File: config.mk
export PLATFORM = sky130hd
export DESIGN_NAME = edo_page_ctrl
export DESIGN_NICKNAME = d
export VERILOG_FILES = /design/src/rtl/edo_page_pkg.sv /design/src/rtl/edo_row_track.sv /design/src/rtl/edo_rasp_guard.sv /design/src/rtl/edo_seq.sv /design/src/rtl/edo_page_ctrl.sv
export SDC_FILE = /design/constraint.sdc
export NUM_CORES = 1
export LEC_CHECK = 0
export CAP_MARGIN = 5
export CORE_MARGIN = 2
export CORE_UTILIZATION = 30
export DETAILED_ROUTE_END_ITERATION = 10
export DONT_BUFFER_PORTS = 1
export PLACE_DENSITY = 0.45
export SLEW_MARGIN = 10
export SYNTH_ARGS = -nofsm -noshare
export SYNTH_HDL_FRONTEND = slang
export SYNTH_SLANG_ARGS = --single-unit
File: constraint.sdc
create_clock -name clk -period 3.4 [get_ports clk]
set_clock_uncertainty 0.15 [all_clocks]
set_input_delay 0 -clock clk [delete_from_list [all_inputs] [get_ports clk]]
set_output_delay 0 -clock clk [all_outputs]
set_load 0.03 [all_outputs]
File: src/rtl/edo_page_pkg.sv
package edo_page_pkg;

  typedef enum logic [2:0] {
    S_IDLE, S_RCD, S_COL, S_CAS, S_PAGE, S_PRE, S_REF
  } seq_state_t;

  // column strobe low time: covers CAS access, column access and row access
  function automatic int unsigned cas_low_cycles(input int unsigned cac,
                                                 input int unsigned aa,
                                                 input int unsigned rac,
                                                 input int unsigned rcd);
    int unsigned n;
    n = cac;
    if (aa > 2 && aa - 2 > n) n = aa - 2;
    if (rac > rcd + 2 && rac - rcd - 2 > n) n = rac - rcd - 2;
    if (n < 1) n = 1;
    return n;
  endfunction

  // load value for the page wait: CAS high = page cycles + one column setup cycle
  function automatic int unsigned page_wait_load(input int unsigned cp);
    int unsigned w;
    w = (cp > 1) ? cp - 1 : 1;
    return w - 1;
  endfunction

  // load value for the precharge wait: RAS high = load + 2 cycles at least
  function automatic int unsigned pre_wait_load(input int unsigned rp);
    return (rp > 2) ? rp - 2 : 0;
  endfunction

  // cycles kept in hand before the RAS low limit
  function automatic int unsigned rasp_margin(input int unsigned n);
    return n + 3;
  endfunction

endpackage

File: src/rtl/edo_row_track.sv
module edo_row_track #(
  parameter int ROW_W = 9,
  parameter int COL_W = 9
) (
  input  logic                     clk,
  input  logic                     rst_n,
  input  logic [ROW_W+COL_W-1:0]   addr,
  input  logic                     load,
  output logic [ROW_W-1:0]         row,
  output logic [COL_W-1:0]         col,
  output logic                     hit
);
  logic [ROW_W-1:0] open_row;

  assign row = addr[ROW_W+COL_W-1:COL_W];
  assign col = addr[COL_W-1:0];
  assign hit = (row == open_row);

  always_ff @(posedge clk or negedge rst_n) begin
    if (!rst_n) open_row <= '0;
    else if (load) open_row <= row;
  end
endmodule

File: src/rtl/edo_rasp_guard.sv
module edo_rasp_guard #(
  parameter int RASP_CYC = 9900,
  parameter int MARGIN   = 6
) (
  input  logic clk,
  input  logic rst_n,
  input  logic ras_n,
  output logic near
);
  localparam int CW = $clog2(RASP_CYC + 1);
  localparam logic [CW-1:0] LIMIT = CW'(RASP_CYC);
  localparam logic [CW-1:0] TRIP  = CW'(RASP_CYC - MARGIN);

  logic [CW-1:0] low_cnt;

  always_ff @(posedge clk or negedge rst_n) begin
    if (!rst_n) low_cnt <= '0;
    else if (ras_n) low_cnt <= '0;
    else if (low_cnt != LIMIT) low_cnt <= low_cnt + 1'b1;
  end

  assign near = (low_cnt >= TRIP);

  // the RAS low run never reaches the page pulse limit
  a_r9_rasp_limit: assert property (@(posedge clk) disable iff (!rst_n)
    !ras_n |-> (low_cnt < LIMIT));
endmodule

File: src/rtl/edo_seq.sv
module edo_seq
  import edo_page_pkg::*;
#(
  parameter int ROW_W   = 9,
  parameter int COL_W   = 9,
  parameter int DATA_W  = 16,
  parameter int RCD_CYC = 2,
  parameter int CAC_CYC = 2,
  parameter int AA_CYC  = 3,
  parameter int RAC_CYC = 6,
  parameter int CP_CYC  = 1,
  parameter int RP_CYC  = 4
) (
  input  logic              clk,
  input  logic              rst_n,
  input  logic              req_valid,
  output logic              req_ready,
  input  logic              req_write,
  input  logic [1:0]        req_be,
  input  logic [DATA_W-1:0] req_wdata,
  input  logic [ROW_W-1:0]  row_in,
  input  logic [COL_W-1:0]  col_in,
  input  logic              row_hit,
  output logic              row_load,
  input  logic              rasp_near,
  input  logic              ref_req,
  output logic              ref_gnt,
  output logic              dram_ras_n,
  output logic              dram_lcas_n,
  output logic              dram_ucas_n,
  output logic              dram_we_n,
  output logic              dram_oe_n,
  output logic [ROW_W-1:0]  dram_addr,
  output logic [DATA_W-1:0] dram_dq_out,
  output logic              dram_dq_oe,
  input  logic [DATA_W-1:0] dram_dq_in,
  output logic [DATA_W-1:0] rd_data,
  output logic              rd_valid
);
  localparam int LANE_W   = DATA_W / 2;
  localparam int CAS_N    = cas_low_cycles(CAC_CYC, AA_CYC, RAC_CYC, RCD_CYC);
  localparam int PG_LD_I  = page_wait_load(CP_CYC);
  localparam int PRE_LD_I = pre_wait_load(RP_CYC);
  localparam int TMAX     = (CAS_N > RCD_CYC) ? ((CAS_N > PRE_LD_I) ? CAS_N : PRE_LD_I)
                                              : ((RCD_CYC > PRE_LD_I) ? RCD_CYC : PRE_LD_I);
  localparam int CNT_W    = $clog2(TMAX + 2);
  localparam logic [CNT_W-1:0] RCD_LD = CNT_W'(RCD_CYC - 1);
  localparam logic [CNT_W-1:0] CAS_LD = CNT_W'(CAS_N - 1);
  localparam logic [CNT_W-1:0] PG_LD  = CNT_W'(PG_LD_I);
  localparam logic [CNT_W-1:0] PRE_LD = CNT_W'(PRE_LD_I);

  function automatic logic [DATA_W-1:0] lane_mask(input logic [1:0] be);
    return {{LANE_W{be[1]}}, {LANE_W{be[0]}}};
  endfunction

  seq_state_t       state;
  logic [CNT_W-1:0] tcnt;
  logic             wr_q;
  logic [1:0]       be_q;
  logic [COL_W-1:0] col_q;
  logic             cap_pend;

  // named events for the checks below
  logic cnt_zero, accept, close_now, cas_act;
  assign cnt_zero  = (tcnt == '0);
  assign close_now = ref_req || rasp_near || (req_valid && !row_hit);
  assign cas_act   = !dram_lcas_n || !dram_ucas_n;

  always_comb begin
    req_ready = 1'b0;
    if (state == S_IDLE) req_ready = !ref_req;
    else if (state == S_PAGE) req_ready = cnt_zero && !ref_req && !rasp_near && row_hit;
  end
  assign accept   = req_valid && req_ready;
  assign row_load = accept && (state == S_IDLE);

  always_ff @(posedge clk or negedge rst_n) begin
    if (!rst_n) begin
      state       <= S_IDLE;
      tcnt        <= '0;
      wr_q        <= 1'b0;
      be_q        <= 2'b00;
      col_q       <= '0;
      cap_pend    <= 1'b0;
      ref_gnt     <= 1'b0;
      dram_ras_n  <= 1'b1;
      dram_lcas_n <= 1'b1;
      dram_ucas_n <= 1'b1;
      dram_we_n   <= 1'b1;
      dram_oe_n   <= 1'b1;
      dram_addr   <= '0;
      dram_dq_out <= '0;
      dram_dq_oe  <= 1'b0;
      rd_data     <= '0;
      rd_valid    <= 1'b0;
    end else begin
      rd_valid <= 1'b0;
      if (cap_pend) begin
        rd_data   <= dram_dq_in & lane_mask(be_q);
        rd_valid  <= 1'b1;
        cap_pend  <= 1'b0;
        dram_oe_n <= 1'b1;
      end
      case (state)
        S_IDLE: begin
          if (ref_req) begin
            ref_gnt <= 1'b1;
            state   <= S_REF;
          end else if (accept) begin
            dram_ras_n  <= 1'b0;
            dram_addr   <= ROW_W'(row_in);
            wr_q        <= req_write;
            be_q        <= req_be;
            col_q       <= col_in;
            dram_dq_out <= req_wdata;
            tcnt        <= RCD_LD;
            state       <= S_RCD;
          end
        end
        S_RCD: begin
          if (cnt_zero) begin
            dram_addr  <= ROW_W'(col_q);
            dram_we_n  <= !wr_q;
            dram_oe_n  <= wr_q;
            dram_dq_oe <= wr_q;
            state      <= S_COL;
          end else begin
            tcnt <= tcnt - 1'b1;
          end
        end
        S_COL: begin
          dram_lcas_n <= !be_q[0];
          dram_ucas_n <= !be_q[1];
          tcnt        <= CAS_LD;
          state       <= S_CAS;
        end
        S_CAS: begin
          if (cnt_zero) begin
            dram_lcas_n <= 1'b1;
            dram_ucas_n <= 1'b1;
            dram_we_n   <= 1'b1;
            dram_dq_oe  <= 1'b0;
            cap_pend    <= !wr_q;
            tcnt        <= PG_LD;
            state       <= S_PAGE;
          end else begin
            tcnt <= tcnt - 1'b1;
          end
        end
        S_PAGE: begin
          if (close_now) begin
            dram_ras_n <= 1'b1;
            tcnt       <= PRE_LD;
            state      <= S_PRE;
          end else if (!cnt_zero) begin
            tcnt <= tcnt - 1'b1;
          end else if (accept) begin
            wr_q        <= req_write;
            be_q        <= req_be;
            col_q       <= col_in;
            dram_addr   <= ROW_W'(col_in);
            dram_we_n   <= !req_write;
            dram_oe_n   <= req_write;
            dram_dq_oe  <= req_write;
            dram_dq_out <= req_wdata;
            state       <= S_COL;
          end
        end
        S_PRE: begin
          if (cnt_zero) state <= S_IDLE;
          else tcnt <= tcnt - 1'b1;
        end
        S_REF: begin
          if (!ref_req) begin
            ref_gnt <= 1'b0;
            tcnt    <= PRE_LD;
            state   <= S_PRE;
          end
        end
        default: state <= S_IDLE;
      endcase
    end
  end

  // the column is settled on the bus before a column strobe falls
  a_r3_col_settled: assert property (@(posedge clk) disable iff (!rst_n)
    $rose(cas_act) |-> $stable(dram_addr));

  // early write, WE already low and data driven, outputs disabled
  a_r6_early_write: assert property (@(posedge clk) disable iff (!rst_n)
    ($rose(cas_act) && !dram_we_n) |-> ($past(!dram_we_n) && dram_dq_oe && dram_oe_n));

  // a column strobe is only active inside an open row
  a_r4_cas_in_row: assert property (@(posedge clk) disable iff (!rst_n)
    cas_act |-> !dram_ras_n);

  // while granted, the memory is left quiet and no host access is taken
  a_r10_grant_quiet: assert property (@(posedge clk) disable iff (!rst_n)
    ref_gnt |-> (dram_ras_n && !cas_act && !req_ready));

  // read return is a single-cycle pulse
  a_r7_rd_pulse: assert property (@(posedge clk) disable iff (!rst_n)
    rd_valid |=> !rd_valid);

  // once RAS rises it stays high on the next cycle too
  a_r8_pre_hold: assert property (@(posedge clk) disable iff (!rst_n)
    $rose(dram_ras_n) |=> dram_ras_n);
endmodule

File: src/rtl/edo_page_ctrl.sv
module edo_page_ctrl
  import edo_page_pkg::*;
#(
  parameter int ADDR_W   = 18,
  parameter int DATA_W   = 16,
  parameter int RCD_CYC  = 2,
  parameter int CAC_CYC  = 2,
  parameter int AA_CYC   = 3,
  parameter int RAC_CYC  = 6,
  parameter int CP_CYC   = 1,
  parameter int RP_CYC   = 4,
  parameter int RASP_CYC = 9900
) (
  input  logic                 clk,
  input  logic                 rst_n,
  input  logic                 req_valid,
  output logic                 req_ready,
  input  logic                 req_write,
  input  logic [ADDR_W-1:0]    req_addr,
  input  logic [1:0]           req_be,
  input  logic [DATA_W-1:0]    req_wdata,
  output logic [DATA_W-1:0]    rd_data,
  output logic                 rd_valid,
  input  logic                 ref_req,
  output logic                 ref_gnt,
  output logic                 dram_ras_n,
  output logic                 dram_lcas_n,
  output logic                 dram_ucas_n,
  output logic                 dram_we_n,
  output logic                 dram_oe_n,
  output logic [ADDR_W/2-1:0]  dram_addr,
  output logic [DATA_W-1:0]    dram_dq_out,
  output logic                 dram_dq_oe,
  input  logic [DATA_W-1:0]    dram_dq_in
);
  localparam int COL_W  = ADDR_W / 2;
  localparam int ROW_W  = ADDR_W - COL_W;
  localparam int CAS_N  = cas_low_cycles(CAC_CYC, AA_CYC, RAC_CYC, RCD_CYC);
  localparam int MARGIN = rasp_margin(CAS_N);

  logic [ROW_W-1:0] row_w;
  logic [COL_W-1:0] col_w;
  logic             hit_w, load_w, near_w;

  edo_row_track #(.ROW_W(ROW_W), .COL_W(COL_W)) u_row (
    .clk(clk), .rst_n(rst_n), .addr(req_addr), .load(load_w),
    .row(row_w), .col(col_w), .hit(hit_w)
  );

  edo_rasp_guard #(.RASP_CYC(RASP_CYC), .MARGIN(MARGIN)) u_guard (
    .clk(clk), .rst_n(rst_n), .ras_n(dram_ras_n), .near(near_w)
  );

  edo_seq #(
    .ROW_W(ROW_W), .COL_W(COL_W), .DATA_W(DATA_W),
    .RCD_CYC(RCD_CYC), .CAC_CYC(CAC_CYC), .AA_CYC(AA_CYC),
    .RAC_CYC(RAC_CYC), .CP_CYC(CP_CYC), .RP_CYC(RP_CYC)
  ) u_seq (
    .clk(clk), .rst_n(rst_n),
    .req_valid(req_valid), .req_ready(req_ready), .req_write(req_write),
    .req_be(req_be), .req_wdata(req_wdata),
    .row_in(row_w), .col_in(col_w), .row_hit(hit_w), .row_load(load_w),
    .rasp_near(near_w), .ref_req(ref_req), .ref_gnt(ref_gnt),
    .dram_ras_n(dram_ras_n), .dram_lcas_n(dram_lcas_n), .dram_ucas_n(dram_ucas_n),
    .dram_we_n(dram_we_n), .dram_oe_n(dram_oe_n), .dram_addr(dram_addr),
    .dram_dq_out(dram_dq_out), .dram_dq_oe(dram_dq_oe), .dram_dq_in(dram_dq_in),
    .rd_data(rd_data), .rd_valid(rd_valid)
  );
endmodule

==> results.sh, run 1 <==
export IMPL_status="finished clean"
export IMPL_globalplace_congestion=0.756
export IMPL_grt_pass1_vias=3105
export IMPL_cts_resized=0
export IMPL_required_ps=3480
export IMPL_synth_largest_area_cell="dfrtp_1"
export IMPL_first_pass_iters=4
export IMPL_routed_wl_um=10700
export IMPL_drc=0
export IMPL_power_frac_comb_pct=28.3
export IMPL_cts_htree_levels=3
export IMPL_chipHeight_um=124
export IMPL_p_seq_share_pct=50.5
export IMPL_antenna_found_initial=0
export IMPL_p_leak_nw=2.38
export IMPL_setup_violations=0
export IMPL_maxCapViolCount=0
export IMPL_numCtsBuffers=9
export IMPL_ys_ff_latch=90
export IMPL_synth_distinct_cells=52
export IMPL_io_pins=107
export IMPL_cts_sinks=90
export IMPL_final_layout_size_suffix_gt1_share_pct=17.5
export IMPL_ys_seq_area_share_pct=52.3
export IMPL_hpwl_um=6830
export IMPL_grt_pass1_wl_um=16400
export IMPL_grt_ovfl_total=0
export IMPL_fin_crit_sh_pct=78.5
export IMPL_num_vias=3145
export IMPL_p_switching_mw=2.10
export IMPL_max_clock_freq_mhz=375
export IMPL_cellPowerDensity_mw_per_mm2=919
export IMPL_synth_nets=454
export IMPL_rsz0062_at_grt="no"
export IMPL_post_route_util_pct=39.2
export IMPL_most_common_layout_cells="85 x dfrtp_1, 65 x dlygate4sd3_1, 37 x nor2_1"
export IMPL_finalSetupTns_ps=0
export IMPL_diodes=0
export IMPL_clk_pin_slew_ps=70
export IMPL_wl_per_cell_um=16.6
export IMPL_cts_tree="done"
export IMPL_clockBufferDepth=2
export IMPL_drtAntennaViolNets=0
export IMPL_die_w_um=124
export IMPL_yosys_area_top_type_share_pct=49.2
export IMPL_grt_start_max_net_pins=91
export IMPL_crit_type="flop to flop"
export IMPL_clk_latency_ps=350
export IMPL_layout_commonest_cell="dfrtp_1"
export IMPL_rows=43
export IMPL_core_area_mm2=0.0140
export IMPL_start_kind="flop"
export IMPL_synth_cells=395
export IMPL_area_delta_synth_final_pct=27.1
export IMPL_synth_edf_count=0
export IMPL_maxSlewViolCount=0
export IMPL_grt_use_total_pct=14.3
export IMPL_root_buffer="clkbuf_16"
export IMPL_power_internal_mw=2.94
export IMPL_postCtsSetupRepairBufs=0
export IMPL_swShare_pct=41.7
export IMPL_start_util_pct=30.9
export IMPL_final_hold_violation_count=0
export IMPL_synth_warning_count=0
export IMPL_syn_area_mm2=0.00432
export IMPL_slew_headroom_pct=43.3
export IMPL_die_area_mm2=0.0154
export IMPL_hold_path_class="input pin to flop"
export IMPL_fin_crit_ps=2670
export IMPL_ys_top_cells_by_area="dfrtp_1 49%, mux2_4 7.0%, mux2_2 6.8%"
export IMPL_ir_worst_vdd_v=0.000396
export IMPL_layout_nets=516
export IMPL_syn_avg_cell_area_um2=10.9
export IMPL_arrival_ps=2750
export IMPL_worstPathMaxFanout=22
export IMPL_pwr_share_clk_pct=21.2
export IMPL_port_buffers=0
export IMPL_worst_pin_slew_ps=851
export IMPL_async_flop_share_pct=100
export IMPL_synth_top_flop_cell="dfrtp_1"
export IMPL_end_kind="flop"
export IMPL_fillers=1366
export IMPL_dr_first_iter_drc_count=120
export IMPL_avgViaCountPerCell=4.90
-- flip-flops by register name (all words and copies together), names as in the netlist, 2 cells and up --
signal,cells
u_guard.low_cnt,14
u_seq.rd_data,16
u_seq.tcnt,2
u_seq.col_q,9
u_seq.dram_addr,9
u_seq.be_q,2
u_seq.state,3
u_row.open_row,9
u_seq.dram_dq_out,16
-- repair_timing --
action | CTS | global route
setup endpoints to repair | 0 | 0
hold endpoints to repair | 160 | 0
hold buffers | 66 | 0
-- worst max-delay path, stage by stage (launching register included) --
cell	delay [ps]
dfrtp_1	440
ha_1	260
a211oi_1	100
o21a_1	200
o21ai_2	220
nor3_2	110
a21boi_4	430
buf_12	260
mux2_2	360
-- final timing paths --
kind                                                 from                          endpoint  slack (ps)  cells past startpoint
setup / recovery           u_guard.low_cnt[0]$_DFFE_PN0P_  u_seq.dram_dq_out[3]$_DFFE_PN0P_         730                      8
hold / removal                                    ref_req      u_seq.dram_ras_n$_DFFE_PN1P_          40                      4
setup reg to reg           u_guard.low_cnt[0]$_DFFE_PN0P_  u_seq.dram_dq_out[3]$_DFFE_PN0P_         730                      8
hold reg to reg                u_seq.col_q[8]$_DFFE_PN0P_        u_seq.col_q[8]$_DFFE_PN0P_         370                      1
max in group asynchronous                           rst_n       u_seq.dram_we_n$_DFFE_PN1P_        2650                      2
min in group asynchronous                           rst_n     u_seq.rd_data[11]$_DFFE_PN0P_          90                      2
-- synth_stat cells, types with 3 or more instances --
| master | n |
|---|---|
| xor2_1 | 13 |
| mux2_2 | 26 |
| nor2_1 | 37 |
| inv_1 | 22 |
| nand2b_1 | 3 |
| a22oi_1 | 9 |
| clkbuf_1 | 17 |
| nor3_1 | 6 |
| xnor2_1 | 7 |
| dfstp_2 | 5 |
| o21a_1 | 4 |
| o21ai_0 | 35 |
| a21oi_1 | 13 |
| nand4_1 | 5 |
| and3_1 | 3 |
| mux2_4 | 20 |
| dfrtp_1 | 85 |
| nand2_1 | 20 |
| nand3_1 | 23 |
-- kinds of logic after synthesis --
family	after synthesis	share of synthesized area [%]
and+or+nand+nor	109	12.2
DFF	90	52.3
AOI/OAI and AO/OA	84	12.2
muxes	47	14.0
buffers and inverters	43	4.66
xor gates and xnor gates	20	4.06
adders and majority gates	2	0.579
-- layout make-up --
type / instances / area, um^2 / share of cell area [%]
sequential: 90 / 2260 / 41.2
multi-input combinational: 262 / 1870 / 34.1
timing repair buffer: 71 / 728 / 13.3
clock buffer: 9 / 225 / 4.10
tap: 180 / 225 / 4.10
clock inverter: 7 / 93.8 / 1.71
inverter: 23 / 86.3 / 1.57
-- metrics by stage --
stage / worst slack [ps] / hold slack [ps] / instance area, um^2 / power (mW) / instances
after floorplan: 1110 / -446 / 4320 / 3.47 / 395
after global placement: 821 / -441 / 4490 / 3.80 / 560
after detailed placement: 748 / -442 / 4490 / 3.83 / 560
after CTS: 723 / 29.7 / 5490 / 5.08 / 642
after global routing: 572 / 72.4 / 5490 / 5.36 / 642
final: 732 / 40.7 / 5490 / 5.05 / 642
-- power groups by stage --
stage | Sequential, mW | Clock, mW | Combinational, mW
floorplan | 2.33 | 0 | 1.15
global placement | 2.56 | 0 | 1.24
detailed placement | 2.56 | 0 | 1.27
CTS | 2.55 | 1.10 | 1.44
global route | 2.62 | 1.15 | 1.58
finish | 2.55 | 1.07 | 1.43
-- per-layer routing --
metal  vias to the layer above  GRT usage (%)  wire length (um)
met5                         -              0                 0
met4                         0           7.16               285
met3                        16           4.67               884
met2                       111           22.0              4690
met1                      1507           18.2              4790
li1                       1511              -                 -
No activity file was read; power rests on OpenSTA's default activity.
==> run 2, diff against run 1 <==
--- a/config.mk
+++ b/config.mk
@@ -10,7 +10,7 @@
 export CORE_UTILIZATION = 30
 export DETAILED_ROUTE_END_ITERATION = 10
 export DONT_BUFFER_PORTS = 1
-export PLACE_DENSITY = 0.45
+export PLACE_DENSITY = 0.46
 export SLEW_MARGIN = 10
 export SYNTH_ARGS = -nofsm -noshare
 export SYNTH_HDL_FRONTEND = slang
==> constraint.sdc (replaced) <==
create_clock -name clk -period 2.32 [get_ports clk]
set_clock_uncertainty 0.15 [all_clocks]
set_input_delay 0 -clock clk [delete_from_list [all_inputs] [get_ports clk]]
set_output_delay 0 -clock clk [all_outputs]
set_load 0.03 [all_outputs]
==> run 2 against run 1 <==
Critical path depth fell by 2. Die area did not move. Clock power rose by 28%. Clock-buffer cell count rose by 2. Flip-flop and latch count did not move. Power rose by 47%. Highest routed layer unchanged.
==> results.sh, run 2 (synthesis gave the netlist of run 1 again) <==
export IMPL_grt_start_max_net_pins=91
export IMPL_diodes=0
export IMPL_port_buffers=0
export IMPL_dr_first_iter_drc_count=116
export IMPL_fin_crit_sh_pct=96.2
export IMPL_most_common_layout_cells="83 x dfrtp_1, 65 x dlygate4sd3_1, 34 x nor2_1, 34 x o21ai_0, 26 x mux2_2"
export IMPL_maxCapViolCount=0
export IMPL_post_route_util_pct=40.4
export IMPL_grt_use_total_pct=14.7
export IMPL_hpwl_um=6930
export IMPL_cts_htree_levels=3
export IMPL_globalplace_congestion=0.851
export IMPL_dpl_cell_area_mm2=0.00464
export IMPL_p_leak_nw=2.45
export IMPL_area_delta_synth_final_pct=30.9
export IMPL_layoutNonFillerInstCount=661
export IMPL_whs_ps=42.8
export IMPL_drtAntennaViolNets=0
export IMPL_final_hold_violation_count=0
export IMPL_drc=0
export IMPL_die_w_um=124
export IMPL_ir_worst_vdd_v=0.000569
export IMPL_max_clock_freq_mhz=448
export IMPL_final_layout_size_suffix_gt1_share_pct=22.7
export IMPL_reg_top3="u_seq.dram_dq_out x16, u_seq.rd_data x16, u_guard.low_cnt x14"
export IMPL_start_util_pct=30.9
export IMPL_routed_wl_um=10700
export IMPL_core_area_mm2=0.0140
export IMPL_grt_ovfl_total=0
export IMPL_die_area_mm2=0.0154
export IMPL_clk_pin_slew_ps=60
export IMPL_rsz0062_at_grt="yes"
export IMPL_grt_pass1_vias=3393
export IMPL_fillers=1366
export IMPL_worst_pin_slew_ps=469
export IMPL_reg2reg_slack_ps=90
export IMPL_avgViaCountPerCell=4.92
export IMPL_grt_pass1_wl_um=17000
export IMPL_wl_per_cell_um=16.2
export IMPL_layout_nets=535
export IMPL_final_area_mm2=0.00565
export IMPL_clk_latency_ps=350
export IMPL_layout_commonest_cell="dfrtp_1"
export IMPL_chipHeight_um=124
export IMPL_io_pins=107
export IMPL_cts_sinks=90
export IMPL_antenna_found_initial=0
export IMPL_cellPowerDensity_mw_per_mm2=1310
export IMPL_cts_tree="done"
export IMPL_rows=43
export IMPL_hold_path_class="input pin to flop"
export IMPL_numCtsBuffers=9
export IMPL_maxSlewViolCount=0
export IMPL_fin_crit_ps=2230
export IMPL_required_ps=2400
export IMPL_setup_violations=0
export IMPL_root_buffer="clkbuf_16"
export IMPL_worstPathMaxFanout=10
export IMPL_clockBufferDepth=2
export IMPL_first_pass_iters=4
export IMPL_crit_type="flop to flop"
export IMPL_slew_headroom_pct=67.9
export IMPL_num_vias=3253
export IMPL_start_kind="flop"
export IMPL_end_kind="flop"
export IMPL_status="finished clean"
export IMPL_arrival_ps=2310
export IMPL_dp_cells=578
[run 2: cell count changes in the layout (fill, tap and decap cells not counted), sizes merged]
cell,delta
clkbuf,+2
clkinvlp,+1
clkinv,-2
bufinv,-2
buf,+19
inv,+1
[run 2: area by class of cell]
class / instances / area, um^2 / area share (%)
clock inverter: 5 / 40.0 / 0.708
sequential: 90 / 2260 / 40.0
multi-input combinational: 262 / 1920 / 34.0
inverter: 23 / 86.3 / 1.53
tap: 180 / 225 / 3.98
timing repair buffer: 90 / 887 / 15.7
clock buffer: 11 / 233 / 4.12
[run 2: power by group]
| group | internal [mW] | switching, mW | leakage (nW) | total [mW] |
|---|---|---|---|---|
| Sequential | 2.25 | 1.37 | 1.11 | 3.62 |
| Combinational | 1.28 | 1.14 | 1.22 | 2.41 |
| Clock | 0.732 | 0.635 | 0.122 | 1.37 |
[run 2: worst paths after layout]
kind / from / endpoint / depth (start not counted)
worst max-delay path: u_seq.state[0]$_DFFE_PN0P_ / u_row.open_row[0]$_DFFE_PN0P_ / 6
worst min-delay path: ref_req / u_seq.dram_ras_n$_DFFE_PN1P_ / 5
worst max register to register: u_seq.state[0]$_DFFE_PN0P_ / u_row.open_row[0]$_DFFE_PN0P_ / 6
worst min register to register: u_seq.col_q[1]$_DFFE_PN0P_ / u_seq.col_q[1]$_DFFE_PN0P_ / 1
max in group asynchronous: rst_n / u_seq.state[0]$_DFFE_PN0P_ / 2
min in group asynchronous: rst_n / u_seq.rd_valid$_DFF_PN0_ / 2
[run 2: repair_timing]
item / 4_1_cts / 5_1_grt
hold buffers: 66 / 0
endpoints found under the setup margin: 1 / 47
pin swaps: 0 / 6
hold endpoints to repair: 160 / 0
gates resized for setup: 1 / 14
buffers inserted: 0 / 1
[run 2: routing by layer]
metal / GRT usage, % / vias up / part of all wire [%]
li1: - / 1548 / -
met4: 5.34 / 0 / 1.7
met2: 23.6 / 130 / 46
met1: 17.7 / 1560 / 43
met3: 5.95 / 15 / 8.8
met5: 0 / - / 0
[run 2: stage by stage]
step           power [mW]  TNS [ps]  worst slack (ps)
3_3_place_gp         5.74         0              63.7
2_1_floorplan        5.09         0              33.4
5_1_grt              7.90     -68.9             -45.2
6_report             7.40         0              87.8
3_5_place_dp         5.79         0              43.1
4_1_cts              7.44         0              25.4
[run 2: critical path, stage by stage, from the launching register on]
cell and delay [ps]:
dfrtp_2 460, buf_4 190, nor2_2 150, nand3_1 120, buf_4 210, mux2_2 280
dlygate4sd3_1 560
==> run 3, diff against run 2 <==
--- a/config.mk
+++ b/config.mk
@@ -14,4 +14,5 @@
 export SLEW_MARGIN = 10
 export SYNTH_ARGS = -nofsm -noshare
 export SYNTH_HDL_FRONTEND = slang
+export SYNTH_HIERARCHICAL = 1
 export SYNTH_SLANG_ARGS = --single-unit
==> run 3 against run 2 <==
The flow now finishes with violations (negative hold slack, negative setup slack). Design area increased by 11%. Clock-buffer cell count increased by 3. Power increased by 9.3%. Die area increased by 6.8%. Wire length increased by 16%. Sequential power increased by 1%. Final cell count increased by 7.3%. Worst setup slack got worse by 370 ps. Fmax decreased by 14%. Area after synthesis increased by 7.0%. Clock power increased by 11%. Hold slack got worse by 56 ps. Critical path type unchanged. Largest cell class is now multi-input gates.
==> results.sh, run 3 <==
export IMPL_start_kind="flop"
export IMPL_layout_nets=575
export IMPL_synth_distinct_cells=60
export IMPL_layout_commonest_cell="dfrtp_1"
export IMPL_maxSlewViolCount=0
export IMPL_hpwl_um=7840
export IMPL_globalplace_congestion=0.838
export IMPL_diodes=0
export IMPL_setup_slack_ps=-280
export IMPL_required_ps=2390
export IMPL_dr_first_iter_drc_count=161
export IMPL_cts_tree="done"
export IMPL_chipHeight_um=128
export IMPL_drc=0
export IMPL_port_buffers=0
export IMPL_final_layout_size_suffix_gt1_share_pct=28.0
export IMPL_dp_cells=627
export IMPL_antenna_found_initial=0
export IMPL_first_pass_iters=4
export IMPL_drtAntennaViolNets=0
export IMPL_cp_cell_sequence="xnor2_1 > nand3_1 > nor4_2 > buf_4 > or4b_4 > a21oi_4 > buf_12 > buf_12 > mux2_4"
export IMPL_fin_crit_sh_pct=112
export IMPL_worstPathMaxFanout=10
export IMPL_fillers=1414
export IMPL_grt_pass1_wl_um=19700
export IMPL_setup_violations=39
export IMPL_fin_crit_ps=2600
export IMPL_grt_pass1_vias=3783
export IMPL_synth_top_family_by_area="compound AO/OA/AOI/OAI gates"
export IMPL_p_leak_nw=2.62
export IMPL_ir_worst_vdd_v=0.000461
export IMPL_reg_top3="u_seq/dram_dq_out x16, u_seq/rd_data x16, u_guard/low_cnt x14"
export IMPL_cts_sinks=90
export IMPL_final_hold_violation_count=2
export IMPL_timing_critical_path_mode_cell="buf_12"
export IMPL_synth_warning_count=6
export IMPL_post_route_util_pct=41.4
export IMPL_whs_ps=-13.2
export IMPL_core_area_mm2=0.0151
export IMPL_clk_latency_ps=340
export IMPL_synth_compound_area_share_pct=15.2
export IMPL_cts_htree_levels=3
export IMPL_num_vias=3633
export IMPL_grt_start_max_net_pins=91
export IMPL_rows=45
export IMPL_yosysMostFrequentCell="dfrtp_1"
export IMPL_final_area_mm2=0.00628
export IMPL_cellPowerDensity_mw_per_mm2=1290
export IMPL_synthSimpleGateAreaFrac_pct=12.9
export IMPL_violations="negative hold slack, negative setup slack"
export IMPL_numCtsBuffers=9
export IMPL_synth_xor_area_share_pct=3.22
export IMPL_hold_path_class="input pin to flop"
export IMPL_maxCapViolCount=0
export IMPL_syn_avg_cell_area_um2=10.6
export IMPL_synth_top_cells_by_count="85 x dfrtp_1, 45 x mux2_2, 31 x nand2_1, 30 x o21ai_0, 28 x inv_1"
export IMPL_die_area_mm2=0.0164
export IMPL_async_flop_share_pct=100
export IMPL_avgViaCountPerCell=5.12
export IMPL_critPathSlowestCell="or4b_4"
export IMPL_worst_pin_slew_ps=548
export IMPL_dpl_cell_area_mm2=0.00516
export IMPL_max_clock_freq_mhz=385
export IMPL_muxShareOfSynthArea_pct=11.6
export IMPL_dp_slack_ps=-351
export IMPL_io_pins=107
export IMPL_wl_per_cell_um=17.5
export IMPL_crit_type="flop to flop"
export IMPL_syn_area_mm2=0.00462
export IMPL_synth_nets=495
export IMPL_layoutNonFillerInstCount=709
export IMPL_synth_cells=436
export IMPL_synth_edf_count=0
export IMPL_start_util_pct=30.5
export IMPL_ys_ff_latch=90
export IMPL_end_kind="flop"
export IMPL_ys_top_cells_by_area="dfrtp_1 46%, mux2_2 11%, o221ai_1 3.4%"
export IMPL_synth_largest_area_cell="dfrtp_1"
export IMPL_clk_pin_slew_ps=60
export IMPL_status="complete, but fails checks"
export IMPL_seqCellArea_mm2=0.00226
export IMPL_ys_seq_area_share_pct=48.9
export IMPL_finalSetupTns_ps=-9710
export IMPL_most_common_layout_cells="85 x dfrtp_1, 58 x dlygate4sd3_1, 43 x buf_4"
export IMPL_multi_input_area_mm2=0.00228
export IMPL_slowest_delay_ps=480
export IMPL_grt_ovfl_total=0
export IMPL_slew_headroom_pct=63.5
export IMPL_root_buffer="clkbuf_16"
export IMPL_cp_top_family="simple AND/OR/NAND/NOR gates"
export IMPL_routed_wl_um=12400
export IMPL_yosys_area_top_type_share_pct=46.0
export IMPL_rsz0062_at_grt="yes"
export IMPL_area_delta_synth_final_pct=35.8
export IMPL_arrival_ps=2670
export IMPL_path_buf_inv=3
export IMPL_clockBufferDepth=2
export IMPL_grt_use_total_pct=15.4
export IMPL_synth_top_flop_cell="dfrtp_1"
export IMPL_die_w_um=128
export IMPL_synth_adder_area_share_pct=0.541
run 3: per-layer routing:
metal  GRT usage, %  vias to the layer above  share of wire (%)
met5              0                        -                  0
met4           4.85                        0                1.4
met3           4.51                       12                6.1
met2           25.7                      101                 47
met1           19.2                     1818                 45
li1               -                     1702                  -
run 3: area by class of cell:
class	instances	area share, %
multi-input combinational	276	36.3
clock inverter	2	0.558
sequential	90	36.0
inverter	28	1.67
clock buffer	14	4.37
tap	188	3.75
timing repair buffer	111	17.4
run 3: kinds of logic after synthesis:
| kind of cell | count (synthesis) |
|---|---|
| compound gates | 100 |
| xor+xnor | 17 |
| fa+ha+maj | 2 |
| buf+inv | 70 |
| flops | 90 |
| mux | 48 |
| simple gates | 109 |
run 3: report_power, final:
| part | switching, mW | internal [mW] | total (mW) |
|---|---|---|---|
| combinational | 1.33 | 1.57 | 2.90 |
| sequential | 1.41 | 2.26 | 3.67 |
| clock | 0.601 | 0.923 | 1.52 |
| total | 3.34 | 4.75 | 8.09 |
run 3: repair_timing:
| item | 4_1_cts | 5_1_grt |
|---|---|---|
| hold buffers | 58 | 1 |
| gates resized for setup | 12 | 16 |
| hold endpoints to repair | 162 | 1 |
| endpoints found under the setup margin | 41 | 45 |
| setup buffers | 4 | 2 |
| cloned | 1 | 0 |
| pin swaps | 6 | 6 |
run 3: final timing paths:
path                                                from                              to  slack (ps)  cells after the start
max in group asynchronous                          rst_n    u_seq/dram_ras_n$_DFFE_PN1P_        1530                      2
setup / recovery           u_row/open_row[5]$_DFFE_PN0P_       u_seq/be_q[1]$_DFFE_PN0P_        -280                      9
min in group asynchronous                          rst_n  u_seq/dram_addr[0]$_DFFE_PN0P_          60                      2
hold reg to reg                u_seq/be_q[1]$_DFFE_PN0P_   u_seq/dram_ucas_n$_DFFE_PN1P_         290                      1
hold / removal                                   ref_req    u_seq/dram_dq_oe$_DFFE_PN0P_         -10                      4
setup reg to reg           u_row/open_row[5]$_DFFE_PN0P_       u_seq/be_q[1]$_DFFE_PN0P_        -280                      9
run 3: per-stage QoR:
stage | hold WS [ps] | power [mW]
floorplan | -446 | 5.55
global placement | -443 | 6.27
detailed placement | -444 | 6.32
CTS | 29.3 | 8.09
global route | 26.6 | 8.57
finish | -13.2 | 8.09
run 3: worst min-delay path, stage by stage:
cell and delay [ps]:
or2_4 120, a2111oi_4 50, o21ai_2 140, mux2_1 130
